File: src/rtl/spk_pkg.sv
package spk_pkg;

    typedef enum logic [1:0] {
        ACT_RANDOM   = 2'd0,
        ACT_RELOAD   = 2'd1,
        ACT_SUBTRACT = 2'd2,
        ACT_SILENT   = 2'd3
    } act_mode_e;

    typedef enum logic [1:0] {
        SEQ_IDLE  = 2'd0,
        SEQ_ACCUM = 2'd1,
        SEQ_FINAL = 2'd2
    } seq_state_e;

    localparam int unsigned LEAK_K_W = 3;

endpackage

File: src/rtl/spk_cfg_regs.sv
module spk_cfg_regs
    import spk_pkg::*;
#(
    parameter int unsigned N_SYN  = 8,
    parameter int unsigned W_W    = 8,
    parameter int unsigned Y_W    = 16,
    parameter int unsigned ADDR_W = 4,
    parameter int unsigned LF_W   = 3,
    parameter int unsigned LP_W   = 4
) (
    input  logic                        clk,
    input  logic                        rst_n,
    input  logic                        we,
    input  logic [ADDR_W-1:0]           addr,
    input  logic [Y_W-1:0]              wdata,
    output logic [N_SYN-1:0][W_W-1:0]   weights,
    output logic [Y_W-1:0]              bias,
    output logic [LEAK_K_W-1:0]         leak_k,
    output logic [LF_W-1:0]             leak_lf,
    output logic [LP_W-1:0]             leak_lp,
    output act_mode_e                   mode,
    output logic [Y_W-1:0]              thr,
    output logic [Y_W-1:0]              reload,
    output logic                        leak_wr
);

    localparam int unsigned A_BIAS   = N_SYN;
    localparam int unsigned A_LEAK   = N_SYN + 1;
    localparam int unsigned A_MODE   = N_SYN + 2;
    localparam int unsigned A_THR    = N_SYN + 3;
    localparam int unsigned A_RELOAD = N_SYN + 4;
    localparam int unsigned LF_LSB   = LEAK_K_W;
    localparam int unsigned LP_LSB   = LEAK_K_W + LF_W;

    typedef struct packed {
        logic [N_SYN-1:0][W_W-1:0] w;
        logic [Y_W-1:0]            bias;
        logic [LEAK_K_W-1:0]       k;
        logic [LF_W-1:0]           lf;
        logic [LP_W-1:0]           lp;
        act_mode_e                 mode;
        logic [Y_W-1:0]            thr;
        logic [Y_W-1:0]            reload;
    } regs_t;

    regs_t r_d, r_q;
    logic [N_SYN-1:0] w_sel;

    for (genvar g = 0; g < N_SYN; g++) begin : g_wsel
        assign w_sel[g] = we && (addr == ADDR_W'(g));
    end

    always_comb begin
        r_d = r_q;
        for (int i = 0; i < N_SYN; i++) begin
            if (w_sel[i]) r_d.w[i] = wdata[W_W-1:0];
        end
        if (we) begin
            if (addr == ADDR_W'(A_BIAS))   r_d.bias = wdata;
            if (addr == ADDR_W'(A_LEAK)) begin
                r_d.k  = wdata[LEAK_K_W-1:0];
                r_d.lf = wdata[LF_LSB +: LF_W];
                r_d.lp = wdata[LP_LSB +: LP_W];
            end
            if (addr == ADDR_W'(A_MODE))   r_d.mode   = act_mode_e'(wdata[1:0]);
            if (addr == ADDR_W'(A_THR))    r_d.thr    = wdata;
            if (addr == ADDR_W'(A_RELOAD)) r_d.reload = wdata;
        end
    end

    always_ff @(posedge clk or negedge rst_n) begin
        if (!rst_n) begin
            r_q.w      <= '0;
            r_q.bias   <= '0;
            r_q.k      <= '0;
            r_q.lf     <= '0;
            r_q.lp     <= '0;
            r_q.mode   <= ACT_RELOAD;
            r_q.thr    <= Y_W'(1 << (Y_W - 2));
            r_q.reload <= '0;
        end else begin
            r_q <= r_d;
        end
    end

    assign weights = r_q.w;
    assign bias    = r_q.bias;
    assign leak_k  = r_q.k;
    assign leak_lf = r_q.lf;
    assign leak_lp = r_q.lp;
    assign mode    = r_q.mode;
    assign thr     = r_q.thr;
    assign reload  = r_q.reload;
    assign leak_wr = we && (addr == ADDR_W'(A_LEAK));


    leak_fields_chk: assert property (@(posedge clk) disable iff (!rst_n)
        leak_wr |=> (leak_k == $past(wdata[LEAK_K_W-1:0])) && (leak_lp == $past(wdata[LP_LSB +: LP_W])));

endmodule

File: src/rtl/spk_leak_timer.sv
module spk_leak_timer #(
    parameter int unsigned LF_W = 3,
    parameter int unsigned LP_W = 4
) (
    input  logic            clk,
    input  logic            rst_n,
    input  logic            clear,
    input  logic            tick,
    input  logic [LF_W-1:0] lf,
    input  logic [LP_W-1:0] lp,
    output logic            due
);

    localparam int unsigned PER_W = LP_W + (1 << LF_W);

    logic [PER_W-1:0] period;
    logic [PER_W-1:0] cnt_d, cnt_q;

    always_comb begin
        period = (PER_W'(lp) + PER_W'(1)) << lf;
        due    = tick && (cnt_q == period - PER_W'(1));
        cnt_d  = cnt_q;
        if (clear)    cnt_d = '0;
        else if (due) cnt_d = '0;
        else if (tick) cnt_d = cnt_q + PER_W'(1);
    end

    always_ff @(posedge clk or negedge rst_n) begin
        if (!rst_n) cnt_q <= '0;
        else        cnt_q <= cnt_d;
    end


    cnt_range_chk: assert property (@(posedge clk) disable iff (!rst_n)
        cnt_q < period);


    clear_chk: assert property (@(posedge clk) disable iff (!rst_n)
        clear |=> (cnt_q == '0));

endmodule

File: src/rtl/spk_lfsr.sv
module spk_lfsr #(
    parameter logic [15:0] SEED = 16'hACE1
) (
    input  logic        clk,
    input  logic        rst_n,
    input  logic        advance,
    output logic [15:0] value
);

    logic [15:0] lfsr_d, lfsr_q;
    logic        fb;

    always_comb begin
        fb     = lfsr_q[15] ^ lfsr_q[13] ^ lfsr_q[12] ^ lfsr_q[10];
        lfsr_d = advance ? {lfsr_q[14:0], fb} : lfsr_q;
    end

    always_ff @(posedge clk or negedge rst_n) begin
        if (!rst_n) lfsr_q <= SEED;
        else        lfsr_q <= lfsr_d;
    end

    assign value = lfsr_q;


    lfsr_nonzero_chk: assert property (@(posedge clk) disable iff (!rst_n)
        lfsr_q != 16'h0000);


    lfsr_hold_chk: assert property (@(posedge clk) disable iff (!rst_n)
        !advance |=> $stable(lfsr_q));

endmodule

File: src/rtl/spk_neuron.sv
module spk_neuron
    import spk_pkg::*;
#(
    parameter int unsigned N_SYN  = 8,
    parameter int unsigned W_W    = 8,
    parameter int unsigned Y_W    = 16,
    parameter int unsigned LF_W   = 3,
    parameter int unsigned LP_W   = 4,
    parameter int unsigned ADDR_W = $clog2(N_SYN + 5)
) (
    input  logic              clk,
    input  logic              rst_n,
    input  logic              cfg_we,
    input  logic [ADDR_W-1:0] cfg_addr,
    input  logic [Y_W-1:0]    cfg_wdata,
    input  logic              step_start,
    input  logic [N_SYN-1:0]  spk_in,
    output logic              spike_out,
    output logic              step_done,
    output logic [Y_W-1:0]    y_out
);

    localparam int unsigned IDX_W  = (N_SYN > 1) ? $clog2(N_SYN) : 1;
    localparam int unsigned SUM_W  = W_W + IDX_W + 1;
    localparam int unsigned WIDE_W = ((Y_W > SUM_W) ? Y_W : SUM_W) + 3;
    localparam logic signed [WIDE_W-1:0] Y_MAX = WIDE_W'((1 << (Y_W - 1)) - 1);
    localparam logic signed [WIDE_W-1:0] Y_MIN = -Y_MAX - WIDE_W'(1);

    typedef struct packed {
        seq_state_e       st;
        logic [IDX_W-1:0] idx;
        logic [N_SYN-1:0] spk;
        logic [SUM_W-1:0] sum;
        logic [Y_W-1:0]   y;
        logic             spike;
        logic             done;
    } core_t;

    function automatic logic signed [WIDE_W-1:0] ext_y(input logic [Y_W-1:0] v);
        return {{(WIDE_W-Y_W){v[Y_W-1]}}, v};
    endfunction

    function automatic logic signed [WIDE_W-1:0] ext_s(input logic [SUM_W-1:0] v);
        return {{(WIDE_W-SUM_W){v[SUM_W-1]}}, v};
    endfunction

    function automatic logic [Y_W-1:0] sat_y(input logic signed [WIDE_W-1:0] v);
        if (v > Y_MAX)      return Y_W'(Y_MAX);
        else if (v < Y_MIN) return Y_W'(Y_MIN);
        else                return v[Y_W-1:0];
    endfunction

    logic [N_SYN-1:0][W_W-1:0] weights;
    logic [Y_W-1:0]            bias, thr, reload;
    logic [LEAK_K_W-1:0]       leak_k;
    logic [LF_W-1:0]           leak_lf;
    logic [LP_W-1:0]           leak_lp;
    act_mode_e                 mode;
    logic                      leak_wr;
    logic                      leak_due;
    logic [15:0]               rnd;
    logic                      fin;

    core_t c_d, c_q;

    spk_cfg_regs #(
        .N_SYN(N_SYN), .W_W(W_W), .Y_W(Y_W), .ADDR_W(ADDR_W),
        .LF_W(LF_W), .LP_W(LP_W)
    ) u_cfg (
        .clk(clk), .rst_n(rst_n), .we(cfg_we), .addr(cfg_addr), .wdata(cfg_wdata),
        .weights(weights), .bias(bias), .leak_k(leak_k), .leak_lf(leak_lf),
        .leak_lp(leak_lp), .mode(mode), .thr(thr), .reload(reload), .leak_wr(leak_wr)
    );

    spk_leak_timer #(.LF_W(LF_W), .LP_W(LP_W)) u_timer (
        .clk(clk), .rst_n(rst_n), .clear(leak_wr), .tick(fin),
        .lf(leak_lf), .lp(leak_lp), .due(leak_due)
    );

    spk_lfsr #(.SEED(16'hACE1)) u_rng (
        .clk(clk), .rst_n(rst_n), .advance(fin), .value(rnd)
    );

    assign fin = (c_q.st == SEQ_FINAL);

    // membrane update datapath
    logic signed [WIDE_W-1:0] y_w, lk_w, tot_w, yn_w, thr_w, rnd_w, diff_w;
    logic [Y_W-1:0]           y_new, y_next;
    logic                     fire;
    logic [W_W-1:0]           w_cur;

    always_comb begin
        y_w    = ext_y(c_q.y);
        lk_w   = (leak_due && (leak_k != '0)) ? (y_w - (y_w >>> leak_k)) : y_w;
        tot_w  = lk_w + ext_s(c_q.sum) + ext_y(bias);
        y_new  = sat_y(tot_w);
        yn_w   = ext_y(y_new);
        thr_w  = ext_y(thr);
        rnd_w  = {{(WIDE_W-16){rnd[15]}}, rnd};
        diff_w = yn_w - thr_w;
        unique case (mode)
            ACT_RANDOM: begin
                fire   = yn_w > rnd_w;
                y_next = y_new;
            end
            ACT_RELOAD: begin
                fire   = yn_w >= thr_w;
                y_next = fire ? reload : y_new;
            end
            ACT_SUBTRACT: begin
                fire   = yn_w >= thr_w;
                y_next = fire ? sat_y(diff_w) : y_new;
            end
            default: begin
                fire   = 1'b0;
                y_next = y_new;
            end
        endcase
    end

    // sequencer
    always_comb begin
        c_d       = c_q;
        c_d.spike = 1'b0;
        c_d.done  = 1'b0;
        w_cur     = weights[c_q.idx];
        unique case (c_q.st)
            SEQ_IDLE: begin
                if (step_start) begin
                    c_d.st  = SEQ_ACCUM;
                    c_d.idx = '0;
                    c_d.spk = spk_in;
                    c_d.sum = '0;
                end
            end
            SEQ_ACCUM: begin
                if (c_q.spk[c_q.idx]) begin
                    c_d.sum = c_q.sum + {{(SUM_W-W_W){w_cur[W_W-1]}}, w_cur};
                end
                if (c_q.idx == IDX_W'(N_SYN - 1)) c_d.st  = SEQ_FINAL;
                else                              c_d.idx = c_q.idx + IDX_W'(1);
            end
            SEQ_FINAL: begin
                c_d.y     = y_next;
                c_d.spike = fire;
                c_d.done  = 1'b1;
                c_d.st    = SEQ_IDLE;
            end
            default: c_d.st = SEQ_IDLE;
        endcase
    end

    always_ff @(posedge clk or negedge rst_n) begin
        if (!rst_n) begin
            c_q.st    <= SEQ_IDLE;
            c_q.idx   <= '0;
            c_q.spk   <= '0;
            c_q.sum   <= '0;
            c_q.y     <= '0;
            c_q.spike <= 1'b0;
            c_q.done  <= 1'b0;
        end else begin
            c_q <= c_d;
        end
    end

    assign spike_out = c_q.spike;
    assign step_done = c_q.done;
    assign y_out     = c_q.y;


    done_pulse_chk: assert property (@(posedge clk) disable iff (!rst_n)
        step_done |=> !step_done);


    y_hold_chk: assert property (@(posedge clk) disable iff (!rst_n)
        !$stable(y_out) |-> step_done);


    accum_walk_chk: assert property (@(posedge clk) disable iff (!rst_n)
        (c_q.st == SEQ_ACCUM) |=>
            (c_q.st == SEQ_FINAL) ||
            ((c_q.st == SEQ_ACCUM) && (c_q.idx == $past(c_q.idx) + IDX_W'(1))));


    silent_chk: assert property (@(posedge clk) disable iff (!rst_n)
        (fin && (mode == ACT_SILENT)) |=> !spike_out);


    reload_chk: assert property (@(posedge clk) disable iff (!rst_n)
        (fin && (mode == ACT_RELOAD)) |=> (!spike_out || (y_out == $past(reload))));

endmodule

File: config.mk
export PLATFORM = sky130hd
export DESIGN_NAME = spk_neuron
export DESIGN_NICKNAME = d
export VERILOG_FILES = /design/src/rtl/spk_pkg.sv /design/src/rtl/spk_cfg_regs.sv /design/src/rtl/spk_leak_timer.sv /design/src/rtl/spk_lfsr.sv /design/src/rtl/spk_neuron.sv
export SDC_FILE = /design/constraint.sdc
export NUM_CORES = 1
export LEC_CHECK = 0
export ABC_CLOCK_PERIOD_IN_PS = 26000
export CAP_MARGIN = 15
export CORE_MARGIN = 2
export CORE_UTILIZATION = 68
export DETAILED_ROUTE_END_ITERATION = 8
export PLACE_DENSITY = 0.94
export SETUP_SLACK_MARGIN = 0.05
export SLEW_MARGIN = 20
export SYNTH_ARGS = -nofsm -noshare
export SYNTH_HDL_FRONTEND = slang
export SYNTH_SLANG_ARGS = --single-unit
File: constraint.sdc
create_clock -name clk -period 26 [get_ports clk]
set_input_delay 5.2 -clock clk [delete_from_list [all_inputs] [get_ports clk]]
set_output_delay 5.2 -clock clk [all_outputs]
set_load 0.1 [all_outputs]
==> results of run 1 <==
==> critical path, delay by kind of cell, from the launching register on <==
kind                     cells  cell delay [ps]
AO/OA/AOI/OAI               21             5750
adder cells (fa/ha/maj)      5             1890
flip-flops                   1              500
buffers and inverters        1              150
AND/OR/NAND/NOR              8             2280
XOR/XNOR                     2              300
multiplexers                 2              830
==> state kept, by name, indices dropped and copies added (netlist names), 12 cells and up <==
name	cells
u_cfg.reload	16
y_out	16
u_rng.value	16
c_q	25
u_cfg.thr	16
u_cfg.bias	16
u_cfg.weights	64
u_timer.cnt_q	12
==> cells in the final DEF (no fill, tap or decap), drive strengths merged, types with 10 or more instances in the layout <==
cell,instances
a21o,25
a21oi,68
and3,12
clkbuf,19
clkdlybuf4s50,48
dfrtp,185
dfstp,10
fa,22
ha,84
inv,120
mux2,117
mux2i,41
mux4,18
nand2,137
nand2b,40
nand3,19
nor2,72
nor2b,14
nor3,19
o2111ai,16
o21a,10
o21ai,122
o21bai,12
o31ai,10
or3,10
xnor2,48
xor2,27
==> cell families (layout without fill, tap and decap cells) <==
logic type      after synthesis  in the layout
simple gates                372            372
compound gates              334            334
flops                       195            195
buf+inv                     193            201
mux                         176            176
fa+ha+maj                   106            106
xor+xnor                     75             75
==> layout make-up <==
type / count / area share, %
well taps: 270 / 2.23
clock inverters: 14 / 1.25
inverters: 116 / 2.88
repair buffers: 53 / 3.49
multi-input cells: 1063 / 54.9
flip-flops and latches: 195 / 32.4
clock buffers: 18 / 2.84
==> worst max path at each step <==
stage | end | slack, ps
4_1_cts | y_out[4] | 14410
3_5_place_dp | y_out[2] | 14680
3_3_place_gp | y_out[0] | 15280
2_1_floorplan | y_out[12] | 16190
5_1_grt | y_out[4] | 13520
6_report | y_out[4] | 14170
==> metal layers <==
metal  GRT usage (%)  up-vias  wire [um]
met5               0        -          0
met4            13.5        0       1460
met3            7.56      123       2920
met2            53.3      600      16800
met1            45.6     5565      14700
li1                -     5115          -
==> through the flow <==
step                      hold WS (ps)  utilization [%]
after floorplan                    440                -
after global placement             453             71.6
after detailed placement           467             71.6
after CTS                          488             74.7
after global routing               502             74.7
final                              486             74.7
==> results_dict.tcl, run 1 <==
set metrics [dict create \
    required_ps 26370 \
    drt-total-wl_um 35900 \
    row_count 52 \
    drt-wirelength-per-cell_um 20.7 \
    yosysMostFrequentCell "dfrtp_1" \
    syn_avg_cell_area_sq_um 9.65 \
    yosysSeqAreaShare_pct 34.9 \
    worstReg2RegEnd "y_out[4]" \
    io_pins 50 \
    ys_warn_count 0 \
    reg2reg_depth 39 \
    clkSinkCount 195 \
    vias 11400 \
    cts_setup_buffers 0 \
    post-place-cells 1697 \
    synth-seq-cells 195 \
    portBuffers 49 \
    ys_async_sr_fraction_pct 100 \
    overflow 0 \
    pre_cts_slack_ps 14680 \
    synth_cell_types 84 \
    drive_gt1_share_pct 14.1 \
    slew_violations 0 \
    grt_usage_pct 33.7 \
    yosysTopAreaCell "dfrtp_1" \
    htreeDepth 4 \
    post-dp-hpwl_um 25100 \
    antenna_found_initial 0 \
    n_antenna_cell 0 \
    via_per_inst 6.60 \
    slowest_delay_ps 600 \
    crit_path_end_kind "flip-flop" \
    r2r_slack_ps 14170 \
    rsz0062_at_grt "false" \
    synth.cell_area_sq_um 14000 \
    max_freq_mhz 84.5 \
    coreArea_sq_um 20200 \
    drv_cap 0 \
    crit_start "u_cfg.leak_lp[0]" \
    synth-xor-area-share_pct 4.74 \
    cts_tree "done" \
    slew-limit-headroom_pct 29.8 \
    cts_buffers 17 \
    synth_fa_ha_area_share_pct 10.6 \
    area_growth_syn_to_layout_pct 7.93 \
    synthCells 1451 \
    hp-class "flip-flop to flip-flop" \
    worstSetupStartpointType "flip-flop" \
    hold_path.startpoint "u_rng.value[5]" \
    fin_crit_sh_pct 45.5 \
    grt_pass1_wl_um 58400 \
    setup_tns_ps 0 \
    synth_area_leaders "dfrtp_1 33%, mux2_2 9.4%, ha_1 7.5%" \
    gp_congestion 0.995 \
    cts_root_buf "clkbuf_16" \
    worstMarginPinSlew_ps 1050 \
    cpMostUsedCell "o21ai_0" \
    place_area_sq_um 14500 \
    clk_path_buf_depth 2 \
    setup_viol 0 \
    synth_edf_count 0 \
    outcome "finished clean" \
    final_net_count 1584 \
    ant_nets 0 \
    dieArea_sq_um 21800 \
    synthTopCellsByCount "185 x dfrtp_1, 135 x nand2_1, 121 x o21ai_0" \
    drtPass1Iterations 6 \
    clock_latency_ps 450 \
    clk_pin_slew_ps 70 \
    min_path_cells 2 \
    multi_input_comb_area_sq_um 8310 \
    setup_slack_ps 14170 \
    synth-simple-area-share_pct 13.2 \
    cts_resized 0 \
    fill_cells 1240 \
    critPathKind "flip-flop to flip-flop" \
    fp.dieH_um 148 \
    synth_compound_area_share_pct 15.2 \
    fin_crit_ps 11830 \
    drt_iter0_drc 1126 \
    synth_nets 1589 \
    synth_top_family_by_area "multiplexers" \
    skew_ps 11.6 \
    min_to "u_rng.value[6]" \
    ff_latch_area_sq_um 4890 \
    synth_mux_area_share_pct 15.5 \
    r2r-start "u_cfg.leak_lp[0]" \
    hold_viol 0 \
    fin_area_sq_um 15100 \
    arrival_ps 12200 \
    remaining_drc_errors 0 \
    grt_max_degree 110 \
    critical_path.max_fanout 25 \
    cts_hold_buf 0 \
    synthDominantCellAreaShare_pct 33.0 \
    first_global_vias 11300 \
    cp_slowest_cell "a221o_1" \
    synth-main-ff-cell "dfrtp_1" \
    instances_no_fill 1729 \
    start_util_pct 69.2 \
    die_w_um 148 \
]
Power of run 1 is left out: the tool's default activity adds up to more than one toggle a clock period on the data nets, which glitch-free logic cannot reach.
==> run 2, diff against run 1 <==
Settings changed: ABC_CLOCK_PERIOD_IN_PS 26000 to 9900, CORE_UTILIZATION 68 to 57, PLACE_DENSITY 0.94 to 0.85.
Clock period 26 ns to 9.9 ns, I/O delays scaled along.
==> results_dict.tcl, run 2 (synthesis results as in run 1) <==
set metrics [dict create \
    clock_latency_ps 450 \
    die_w_um 161 \
    hold_path.startpoint "c_q[33]" \
    worstSetupStartpointType "flip-flop" \
    reg2reg_depth 41 \
    drt-total-wl_um 35200 \
    hold_viol 0 \
    antenna_found_initial 0 \
    grt_usage_pct 27.1 \
    drt_iter0_drc 1115 \
    grt_max_degree 131 \
    via_per_inst 6.22 \
    drive_gt1_share_pct 17.8 \
    drt-wirelength-per-cell_um 19.4 \
    slowest_delay_ps 550 \
    min_path_cells 2 \
    coreArea_sq_um 24200 \
    grt_pass1_wl_um 56100 \
    fin_crit_ps 9650 \
    slew_violations 0 \
    hp-class "flip-flop to flip-flop" \
    critical_path.max_fanout 7 \
    outcome "finished clean" \
    clk_path_buf_depth 2 \
    cts_buffers 17 \
    drtPass1Iterations 6 \
    gp_congestion 0.967 \
    fin_crit_sh_pct 97.4 \
    start_util_pct 57.8 \
    cts_hold_buf 0 \
    crit_path_end_kind "flip-flop" \
    htreeDepth 4 \
    row_count 57 \
    worstReg2RegEnd "y_out[2]" \
    drv_cap 0 \
    setup_viol 0 \
    worstMarginPinSlew_ps 1090 \
    slew-limit-headroom_pct 27.1 \
    critPathKind "flip-flop to flip-flop" \
    final_cell_mix "183 x dfrtp_1, 134 x nand2_1, 117 x mux2_2" \
    final_core_util_pct 64.6 \
    r2r_slack_ps 250 \
    cts_root_buf "clkbuf_16" \
    clkSinkCount 195 \
    max_freq_mhz 104 \
    cp_slowest_cell "or4_4" \
    dieArea_sq_um 25800 \
    fp.dieH_um 161 \
    remaining_drc_errors 0 \
    fill_cells 1802 \
    r2r-start "u_cfg.leak_lp[1]" \
    arrival_ps 10010 \
    post-dp-hpwl_um 24800 \
    clk_pin_slew_ps 80 \
    cts_tree "done" \
    final_net_count 1616 \
    vias 11300 \
    min_to "c_q[33]" \
    layout_commonest_cell "dfrtp_1" \
    ant_nets 0 \
    n_antenna_cell 0 \
    portBuffers 49 \
    io_pins 50 \
    area_growth_syn_to_layout_pct 11.8 \
    overflow 0 \
    required_ps 10270 \
    first_global_vias 10900 \
    skew_ps 12.6 \
    largest_reg_flops 64 \
]
run 2: cell types whose count changed in the layout (fill, tap and decap cells not counted), moves of 3 or more:
cell and change:
a21oi_1 -3, o21ai_0 -8, buf_4 +30, o21ai_1 +5
clkinv_8 +5, a21oi_2 +3
run 2: layout make-up:
type	instances	area, sq um	share of cell area, %
Inverter	116	435	2.78
Tap cell	324	405	2.59
Sequential cell	195	4890	31.3
Multi-Input combinational cell	1064	8500	54.3
Clock inverter	15	230	1.47
Clock buffer	17	425	2.72
Timing Repair Buffer	84	766	4.89
run 2: metrics by stage:
stage	area [sq um]	setup TNS [ps]	hold WS (ps)	setup slack [ps]	instances
after floorplan	14000	0	440	94.0	1451
after CTS	15400	0	487	55.3	1805
after detailed placement	14700	-2830	464	-297	1772
after global routing	15700	-602	507	-82.3	1815
after global placement	14700	0	453	102	1772
final	15700	0	488	253	1815
run 2: worst max-delay path: cells and delay by family, from the launching register on:
kind            cells  cell delay [ps]
compound gates     18             3830
xor+xnor            3              420
fa+ha+maj           7             2250
buf+inv             1              160
flops               1              460
mux                 2              550
simple gates       10             1900
run 2: worst max path at each step:
| stage | from | endpoint | slack (ps) |
|---|---|---|---|
| global placement | u_cfg.leak_lp[1] | y_out[2] | 100 |
| CTS | u_cfg.leak_lp[1] | y_out[14] | 60 |
| detailed placement | u_cfg.leak_lp[1] | y_out[2] | -300 |
| finish | u_cfg.leak_lp[1] | y_out[2] | 250 |
| global route | u_cfg.leak_lp[1] | y_out[9] | -80 |
| floorplan | u_cfg.leak_lf[0] | y_out[12] | 90 |
run 2: per-layer routing:
| metal | part of all wire, % | track usage (%) |
|---|---|---|
| met4 | 3.6 | 10.9 |
| met5 | 0 | 0 |
| met1 | 42 | 36.3 |
| met2 | 46 | 43.0 |
| met3 | 8.1 | 6.10 |
run 2: repair_timing:
| item | in CTS | in global routing |
|---|---|---|
| gates cloned | 1 | 0 |
| setup buffers | 0 | 10 |
| resized for setup | 14 | 35 |
| pin swaps | 1 | 11 |
| setup endpoints to repair | 17 | 17 |
Power of run 2 is left out for the same reason.
